$ cat src/rtl/mmc_xfer_pkg.sv
package mmc_xfer_pkg;
  localparam int BYTE_W = 8;
  localparam int CRC_W  = 16;
  localparam int TOK_W  = 3;
  localparam logic [CRC_W-1:0] CRC_POLY   = 16'h1021;
  localparam logic [TOK_W-1:0] TOK_ACCEPT = 3'b010;

  localparam logic [1:0] MODE_SINGLE = 2'd0;
  localparam logic [1:0] MODE_MULTI  = 2'd1;
  localparam logic [1:0] MODE_STREAM = 2'd2;

  typedef enum logic [3:0] {
    S_IDLE, S_WSTART, S_WDATA, S_WCRC, S_WEND, S_TOKWAIT, S_TOK, S_BUSY,
    S_RWAIT, S_RDATA, S_RCRC, S_REND, S_DONE
  } xfer_state_e;
endpackage

$ cat src/rtl/mmc_xfer_crc16.sv
module mmc_xfer_crc16
  import mmc_xfer_pkg::*;
#(
  parameter int W = CRC_W,
  parameter logic [W-1:0] POLY = CRC_POLY
) (
  input  logic         clk,
  input  logic         rst,
  input  logic         clr,
  input  logic         upd,
  input  logic         shift,
  input  logic         bit_in,
  output logic [W-1:0] crc_o
);
  logic [W-1:0] crc_q;
  logic         fb;

  assign fb    = crc_q[W-1] ^ bit_in;
  assign crc_o = crc_q;

  always_ff @(posedge clk) begin
    if (rst || clr) begin
      crc_q <= '0;
    end else if (upd) begin
      crc_q <= {crc_q[W-2:0], 1'b0} ^ ({W{fb}} & POLY);
    end else if (shift) begin
      crc_q <= {crc_q[W-2:0], 1'b0};
    end
  end
endmodule

$ cat src/rtl/mmc_xfer_tok.sv
module mmc_xfer_tok
  import mmc_xfer_pkg::*;
#(
  parameter int W = TOK_W,
  parameter logic [W-1:0] ACCEPT = TOK_ACCEPT
) (
  input  logic clk,
  input  logic rst,
  input  logic clr,
  input  logic shift_en,
  input  logic bit_in,
  output logic accepted
);
  logic [W-1:0] sh_q;

  always_ff @(posedge clk) begin
    if (rst || clr) begin
      sh_q <= '0;
    end else if (shift_en) begin
      sh_q <= {sh_q[W-2:0], bit_in};
    end
  end

  assign accepted = (sh_q == ACCEPT);
endmodule

$ cat src/rtl/mmc_data_xfer.sv
module mmc_data_xfer
  import mmc_xfer_pkg::*;
#(
  parameter int LEN_W = 12,
  parameter int CNT_W = 16
) (
  input  logic             clk,
  input  logic             rst,
  input  logic             start,
  input  logic             wr_dir,
  input  logic [1:0]       mode,
  input  logic [LEN_W-1:0] blk_len,
  input  logic [CNT_W-1:0] blk_cnt,
  input  logic             stop,
  input  logic [7:0]       tx_data,
  input  logic             tx_valid,
  output logic             tx_ready,
  output logic [7:0]       rx_data,
  output logic             rx_valid,
  output logic             bit_en,
  output logic             dat_o,
  output logic             dat_oe,
  input  logic             dat_i,
  output logic             busy,
  output logic             done,
  output logic             crc_err,
  output logic             wr_crc_err
);
  localparam int BIT_W  = $clog2(BYTE_W);
  localparam int CIDX_W = $clog2(CRC_W);
  localparam logic [BIT_W-1:0]  LAST_BIT = BIT_W'(BYTE_W - 1);
  localparam logic [CIDX_W-1:0] LAST_CRC = CIDX_W'(CRC_W - 1);

  xfer_state_e        st;
  logic               wr_q;
  logic [1:0]         mode_q;
  logic [LEN_W-1:0]   len_q, byte_cnt;
  logic [CNT_W-1:0]   cnt_q, blk_done;
  logic               stop_pend, have_byte;
  logic [BYTE_W-1:0]  sh;
  logic [BIT_W-1:0]   bit_idx;
  logic [CIDX_W-1:0]  crc_idx;
  logic [1:0]         tok_idx;
  logic [CRC_W-1:0]   crc;
  logic               tok_ok, is_stream, last_blk, stall;
  logic               crc_clr, crc_upd, crc_shift, crc_bit, tok_clr, tok_sh;

  assign is_stream = (mode_q == MODE_STREAM);
  assign last_blk  = (mode_q == MODE_SINGLE) || stop_pend ||
                     ((cnt_q != '0) && (CNT_W'(blk_done + 1'b1) == cnt_q));

  assign stall    = (st == S_WDATA) && !have_byte;
  assign tx_ready = wr_q && ((st == S_WSTART) || (st == S_WDATA)) && !have_byte &&
                    !(is_stream && stop_pend);
  assign bit_en   = (st != S_IDLE) && (st != S_DONE) && !stall;
  assign dat_oe   = (st == S_WSTART) || (st == S_WDATA) || (st == S_WCRC) || (st == S_WEND);
  assign busy     = (st != S_IDLE);
  assign done     = (st == S_DONE);

  always_comb begin
    case (st)
      S_WSTART: dat_o = 1'b0;
      S_WDATA:  dat_o = sh[BYTE_W-1];
      S_WCRC:   dat_o = crc[CRC_W-1];
      default:  dat_o = 1'b1;
    endcase
  end

  assign crc_clr   = (st == S_WSTART) || (st == S_RWAIT);
  assign crc_upd   = ((st == S_WDATA) && have_byte) || (st == S_RDATA) || (st == S_RCRC);
  assign crc_shift = (st == S_WCRC);
  assign crc_bit   = wr_q ? sh[BYTE_W-1] : dat_i;
  assign tok_clr   = (st == S_TOKWAIT);
  assign tok_sh    = (st == S_TOK) && (tok_idx != 2'd3);

  mmc_xfer_crc16 u_crc (
    .clk(clk), .rst(rst), .clr(crc_clr), .upd(crc_upd), .shift(crc_shift),
    .bit_in(crc_bit), .crc_o(crc)
  );

  mmc_xfer_tok u_tok (
    .clk(clk), .rst(rst), .clr(tok_clr), .shift_en(tok_sh),
    .bit_in(dat_i), .accepted(tok_ok)
  );

  always_ff @(posedge clk) begin
    if (rst) begin
      st <= S_IDLE;
      wr_q <= 1'b0;
      mode_q <= MODE_SINGLE;
      len_q <= '0;
      cnt_q <= '0;
      byte_cnt <= '0;
      blk_done <= '0;
      stop_pend <= 1'b0;
      have_byte <= 1'b0;
      sh <= '0;
      bit_idx <= '0;
      crc_idx <= '0;
      tok_idx <= '0;
      rx_data <= '0;
      rx_valid <= 1'b0;
      crc_err <= 1'b0;
      wr_crc_err <= 1'b0;
    end else begin
      rx_valid <= 1'b0;
      if (stop && (st != S_IDLE)) stop_pend <= 1'b1;
      if (tx_ready && tx_valid) begin
        sh <= tx_data;
        have_byte <= 1'b1;
      end
      case (st)
        S_IDLE: if (start) begin
          wr_q <= wr_dir;
          mode_q <= mode;
          len_q <= blk_len;
          cnt_q <= blk_cnt;
          stop_pend <= 1'b0;
          crc_err <= 1'b0;
          wr_crc_err <= 1'b0;
          blk_done <= '0;
          have_byte <= 1'b0;
          st <= wr_dir ? S_WSTART : S_RWAIT;
        end
        S_WSTART: begin
          byte_cnt <= '0;
          bit_idx <= '0;
          st <= S_WDATA;
        end
        S_WDATA: begin
          if (have_byte) begin
            sh <= {sh[BYTE_W-2:0], 1'b0};
            bit_idx <= bit_idx + 1'b1;
            if (bit_idx == LAST_BIT) begin
              have_byte <= 1'b0;
              byte_cnt <= byte_cnt + 1'b1;
              if (!is_stream && (byte_cnt == len_q - 1'b1)) begin
                crc_idx <= '0;
                st <= S_WCRC;
              end
            end
          end else if (is_stream && stop_pend) begin
            st <= S_WEND;
          end
        end
        S_WCRC: begin
          crc_idx <= crc_idx + 1'b1;
          if (crc_idx == LAST_CRC) st <= S_WEND;
        end
        S_WEND: st <= is_stream ? S_DONE : S_TOKWAIT;
        S_TOKWAIT: if (!dat_i) begin
          tok_idx <= '0;
          st <= S_TOK;
        end
        S_TOK: begin
          tok_idx <= tok_idx + 1'b1;
          if (tok_idx == 2'd3) begin
            if (!tok_ok) wr_crc_err <= 1'b1;
            st <= S_BUSY;
          end
        end
        S_BUSY: if (dat_i) begin
          blk_done <= blk_done + 1'b1;
          st <= (last_blk || wr_crc_err) ? S_DONE : S_WSTART;
        end
        S_RWAIT: begin
          if ((mode_q != MODE_SINGLE) && stop_pend) begin
            st <= S_DONE;
          end else if (!dat_i) begin
            bit_idx <= '0;
            byte_cnt <= '0;
            st <= S_RDATA;
          end
        end
        S_RDATA: begin
          sh <= {sh[BYTE_W-2:0], dat_i};
          bit_idx <= bit_idx + 1'b1;
          if (bit_idx == LAST_BIT) begin
            rx_data <= {sh[BYTE_W-2:0], dat_i};
            rx_valid <= 1'b1;
            byte_cnt <= byte_cnt + 1'b1;
            if (is_stream) begin
              if (stop_pend) st <= S_DONE;
            end else if (byte_cnt == len_q - 1'b1) begin
              crc_idx <= '0;
              st <= S_RCRC;
            end
          end
        end
        S_RCRC: begin
          crc_idx <= crc_idx + 1'b1;
          if (crc_idx == LAST_CRC) st <= S_REND;
        end
        S_REND: begin
          if (crc != '0) begin
            crc_err <= 1'b1;
            st <= S_DONE;
          end else begin
            blk_done <= blk_done + 1'b1;
            st <= last_blk ? S_DONE : S_RWAIT;
          end
        end
        S_DONE: st <= S_IDLE;
        default: st <= S_IDLE;
      endcase
    end
  end

  AST_READ_NO_DRIVE: assert property (@(posedge clk) disable iff (rst)
    (busy && !wr_q) |-> !dat_oe);
  AST_BUSY_RELEASE: assert property (@(posedge clk) disable iff (rst)
    ((st == S_BUSY) && !dat_i) |=> !dat_oe);
  AST_DONE_PULSE: assert property (@(posedge clk) disable iff (rst)
    done |=> !done);
  AST_CRC_STICKY: assert property (@(posedge clk) disable iff (rst)
    (crc_err && !((st == S_IDLE) && start)) |=> crc_err);
  AST_WR_ERR_STICKY: assert property (@(posedge clk) disable iff (rst)
    (wr_crc_err && !((st == S_IDLE) && start)) |=> wr_crc_err);
  AST_BLK_LIMIT: assert property (@(posedge clk) disable iff (rst)
    (busy && (mode_q == MODE_MULTI) && (cnt_q != '0)) |-> (blk_done <= cnt_q));
  AST_STREAM_NO_CRC: assert property (@(posedge clk) disable iff (rst)
    ((st == S_WCRC) || (st == S_RCRC)) |-> !is_stream);
  AST_STALL_HOLDS: assert property (@(posedge clk) disable iff (rst)
    (stall && !tx_valid && !stop_pend) |=> !bit_en);
endmodule

$ cat config.mk
export PLATFORM = sky130hd
export DESIGN_NAME = mmc_data_xfer
export DESIGN_NICKNAME = d
export VERILOG_FILES = /design/src/rtl/mmc_xfer_pkg.sv /design/src/rtl/mmc_xfer_crc16.sv /design/src/rtl/mmc_xfer_tok.sv /design/src/rtl/mmc_data_xfer.sv
export SDC_FILE = /design/constraint.sdc
export NUM_CORES = 1
export LEC_CHECK = 0
export CORE_MARGIN = 2
export CORE_UTILIZATION = 45
export DETAILED_ROUTE_END_ITERATION = 12
export PLACE_DENSITY = 0.64
export SLEW_MARGIN = 20
export SYNTH_ARGS = -nofsm -noshare
export SYNTH_HDL_FRONTEND = slang
export SYNTH_HIERARCHICAL = 1
export SYNTH_SLANG_ARGS = --single-unit
$ cat constraint.sdc
create_clock -name clk -period 5.3 [get_ports clk]
set_clock_uncertainty 0.15 [all_clocks]
set_input_delay 1.325 -clock clk [delete_from_list [all_inputs] [get_ports clk]]
set_output_delay 1.325 -clock clk [all_outputs]
set_load 0.005 [all_outputs]
==> impl_metrics.toml <==
[status]
status = "finished, final reports clean"

[logic_synthesis]
synth-edff-count = 0
syn_avg_cell_area_um2 = 7.61
synth-async-reset-ratio_pct = 0
yosysWarnings = 6
synthSimpleGateAreaFrac_pct = 28.6
synth-seq-cells = 112
yosys.area_share.adder_pct = 1.43
synthCells = 805
synth_ff_type = "dfxtp_1"
ys_seq_area_share_pct = 36.6
synth_compound_area_share_pct = 20.2
synth_fp_nets = 857
synth-xor-area-share_pct = 6.15
synth_top_family_by_area = "simple AND/OR/NAND/NOR gates"
synth_area_um2 = 6130
synth_mux_area_share_pct = 2.31
synth.distinct_cells = 67

[grt]
grt_use_total_pct = 22.7
grt_pass1_vias = 5347
grt_overflow = 0
antenna_found_initial = 0
grt_max_degree = 51
grt_pass1_wl_um = 26600

[clocking]
hold_buffers = 0
cts_made_buffers = 9
h-tree-depth = 3
clock-sinks = 112
cts_tree = "yes"
cts.path.max_buffers = 2
insertion_delay_ns = 0.36
cts_setup_buffers = 0
cts.reportedPaths.clkPinSlew_ns = 0.08
cts-root-buf = "clkbuf_16"
cts_resized = 0

[sta]
setup_viol = 0
hold_viol = 0
timing.fmax_mhz = 261
maxSlewViolCount = 0
slew_headroom_pct = 27.9
rsz0062_at_grt = "no"
setup_ws_ns = 1.47
min_period_ns = 3.83
final.setup.tns_ns = 0
fin_crit_sh_pct = 72.3
tightest_slew_ns = 1.08

[power_and_ir_drop]
ir_drop_v = 0.000259
powerDensity_nw_per_um2 = 474
seqPwrFrac_pct = 35.2
power.leakage_nw = 2.40
switching_share_pct = 42.5
power_mw = 3.36
p_sw_mw = 1.43
intPower_mw = 1.93
combPwrFrac_pct = 43.3
clkPwrFrac_pct = 21.5

[critical_path]
cp.arrival_ns = 2.36
r2r-end = "st[0]"
cp-endpoint = "tx_ready"
rr_worst_depth = 7
timing.rr.start = "blk_done[7]"
cp_slowest_cell = "dfxtp_1"
start_kind = "flip-flop"
worstSetupPathType = "flip-flop to output port"
worstSetupEndpointType = "output port"
startpoint = "st[3]"
cp_cell_sequence = "or3_1 > a21oi_1 > and3_1 > clkdlybuf4s50_1"
slowest_delay_ns = 0.60
reg2reg_setup_slack_ns = 1.51
path_max_fanout = 26
required_ns = 3.83

[route]
num_vias = 5893
drc = 0
ant_nets = 0
drt-initial-drc-count = 557
viasPerCell = 5.83
post_drt_wl_per_cell_um = 16.2
drt_pass1_iterations = 5
drt_wl_total_um = 16400

[finish]
area_delta_synth_final_pct = 15.7
multi_input_area_um2 = 3600
seq_area_um2 = 2240
drive_gt1_share_pct = 5.15
diodes = 0
n_fill_cell = 1348
instances_no_fill = 1011
final_area_um2 = 7090
finalNetCount = 882

[place]
place_area_um2 = 6780
place_congestion = 0.905
place_inst = 995
io_buffers = 61
post-place-ws_ns = 1.16
dp.final_hpwl_um = 11800

[floorplan]
start_util_pct = 46.3
die_w_um = 121
dieArea_um2 = 14600
io_pins = 62
coreArea_um2 = 13200
row_count = 42
die_h_um = 121

[worst_hold_path]
hold_class = "flip-flop to flip-flop"

[run]
cap_violations = 0
## final cells by class
class,count,share of cell area [%]
repair buffers,66,9.07
multi-input cells,623,50.8
clock inverters,7,1.22
flip-flops and latches,112,31.6
clock buffers,9,3.18
inverters,18,0.953
well taps,176,3.11
## critical path, delay by kind of cell (launching register included)
| kind | cells | cell delay [ns] |
|---|---|---|
| flip-flops | 1 | 0.60 |
| AND/OR/NAND/NOR | 2 | 0.75 |
| buffers and inverters | 1 | 0.53 |
| AO/OA/AOI/OAI | 1 | 0.11 |
## synthesized netlist by cell type, types with 4 or more instances
library cell / count / share of area [%]
mux2i_1: 13 / 2.1
a21oi_1: 92 / 7.5
o31ai_1: 6 / 0.74
a311oi_1: 7 / 1.0
a32oi_1: 4 / 0.57
nand3b_1: 7 / 0.86
nor2b_1: 4 / 0.41
nand2_1: 130 / 8.0
or3_1: 15 / 1.5
ha_1: 7 / 1.4
clkbuf_1: 43 / 2.6
nand3_1: 27 / 2.2
nor3b_1: 4 / 0.49
inv_1: 18 / 1.1
nor2_1: 77 / 4.7
a31oi_1: 5 / 0.51
or2_2: 5 / 0.51
nand4_1: 12 / 1.2
nor4_1: 13 / 1.3
a211oi_1: 19 / 2.3
and2_1: 5 / 0.51
xnor2_1: 28 / 4.0
a22oi_1: 6 / 0.74
o21ai_0: 31 / 2.5
or4_1: 8 / 0.98
dfxtp_1: 112 / 37
nor3_1: 20 / 1.6
nand2b_1: 10 / 1.0
o211ai_1: 4 / 0.49
xor2_1: 15 / 2.1
## placed cells by master, fill, tap and decap left out, types with 13 or more instances in the layout
cell type,netlist,layout
nand3_1,27,27
o21ai_0,31,31
or3_1,15,15
mux2i_1,13,13
xor2_1,15,15
nor2_1,77,76
nor3_1,20,20
xnor2_1,28,28
inv_1,18,18
a211oi_1,19,19
nand2_1,130,130
dfxtp_1,112,112
a21oi_1,92,92
clkdlybuf4s50_1,0,60
nor4_1,13,13
## flip-flops by register name (all words and copies together) (netlist names), 8 cells and up
| register | flops |
|---|---|
| rx_data | 8 |
| blk_done | 16 |
| len_q | 12 |
| byte_cnt | 12 |
| u_crc/crc_o | 16 |
| cnt_q | 16 |
| sh | 8 |
## cell families after synthesis
family                   after synthesis
AND/OR/NAND/NOR                      361
multiplexers                          14
AO/OA/AOI/OAI                        198
buffers and inverters                 70
adder cells (fa/ha/maj)                7
XOR/XNOR                              43
flip-flops                           112
## per-stage QoR
step	util, %	hold slack (ns)
2_1_floorplan	-	0.294
3_3_place_gp	51.2	0.303
3_5_place_dp	51.2	0.302
4_1_cts	53.5	0.322
5_1_grt	53.5	0.344
6_report	53.5	0.320
## routing by layer
metal | vias up | wire, um | global-route usage (%) | part of all wire [%]
met5 | - | 0 | 0 | 0
met2 | 179 | 7220 | 34.5 | 44
met4 | 0 | 301 | 7.19 | 1.8
met1 | 2777 | 7940 | 32.7 | 48
met3 | 24 | 930 | 4.06 | 5.7
li1 | 2913 | - | - | -
## power by group through the flow
stage,Combinational [mW],Sequential [mW],Clock (mW)
floorplan,1.16,1.10,0
global placement,1.41,1.19,0
detailed placement,1.45,1.20,0
CTS,1.45,1.18,0.737
global route,1.61,1.21,0.770
finish,1.45,1.18,0.721
## worst min path at each step
stage | start | to | slack [ns] | cells past startpoint
global route | rx_data[7] | rx_data[7] | 0.34 | 2
CTS | rx_data[7] | rx_data[7] | 0.32 | 2
detailed placement | rx_data[7] | rx_data[7] | 0.30 | 2
global placement | rx_data[5] | rx_data[5] | 0.30 | 2
floorplan | u_crc/crc_o[14] | u_crc/crc_o[14] | 0.29 | 2
finish | rx_data[3] | rx_data[3] | 0.32 | 2
Power figures use the tool's default switching activity.
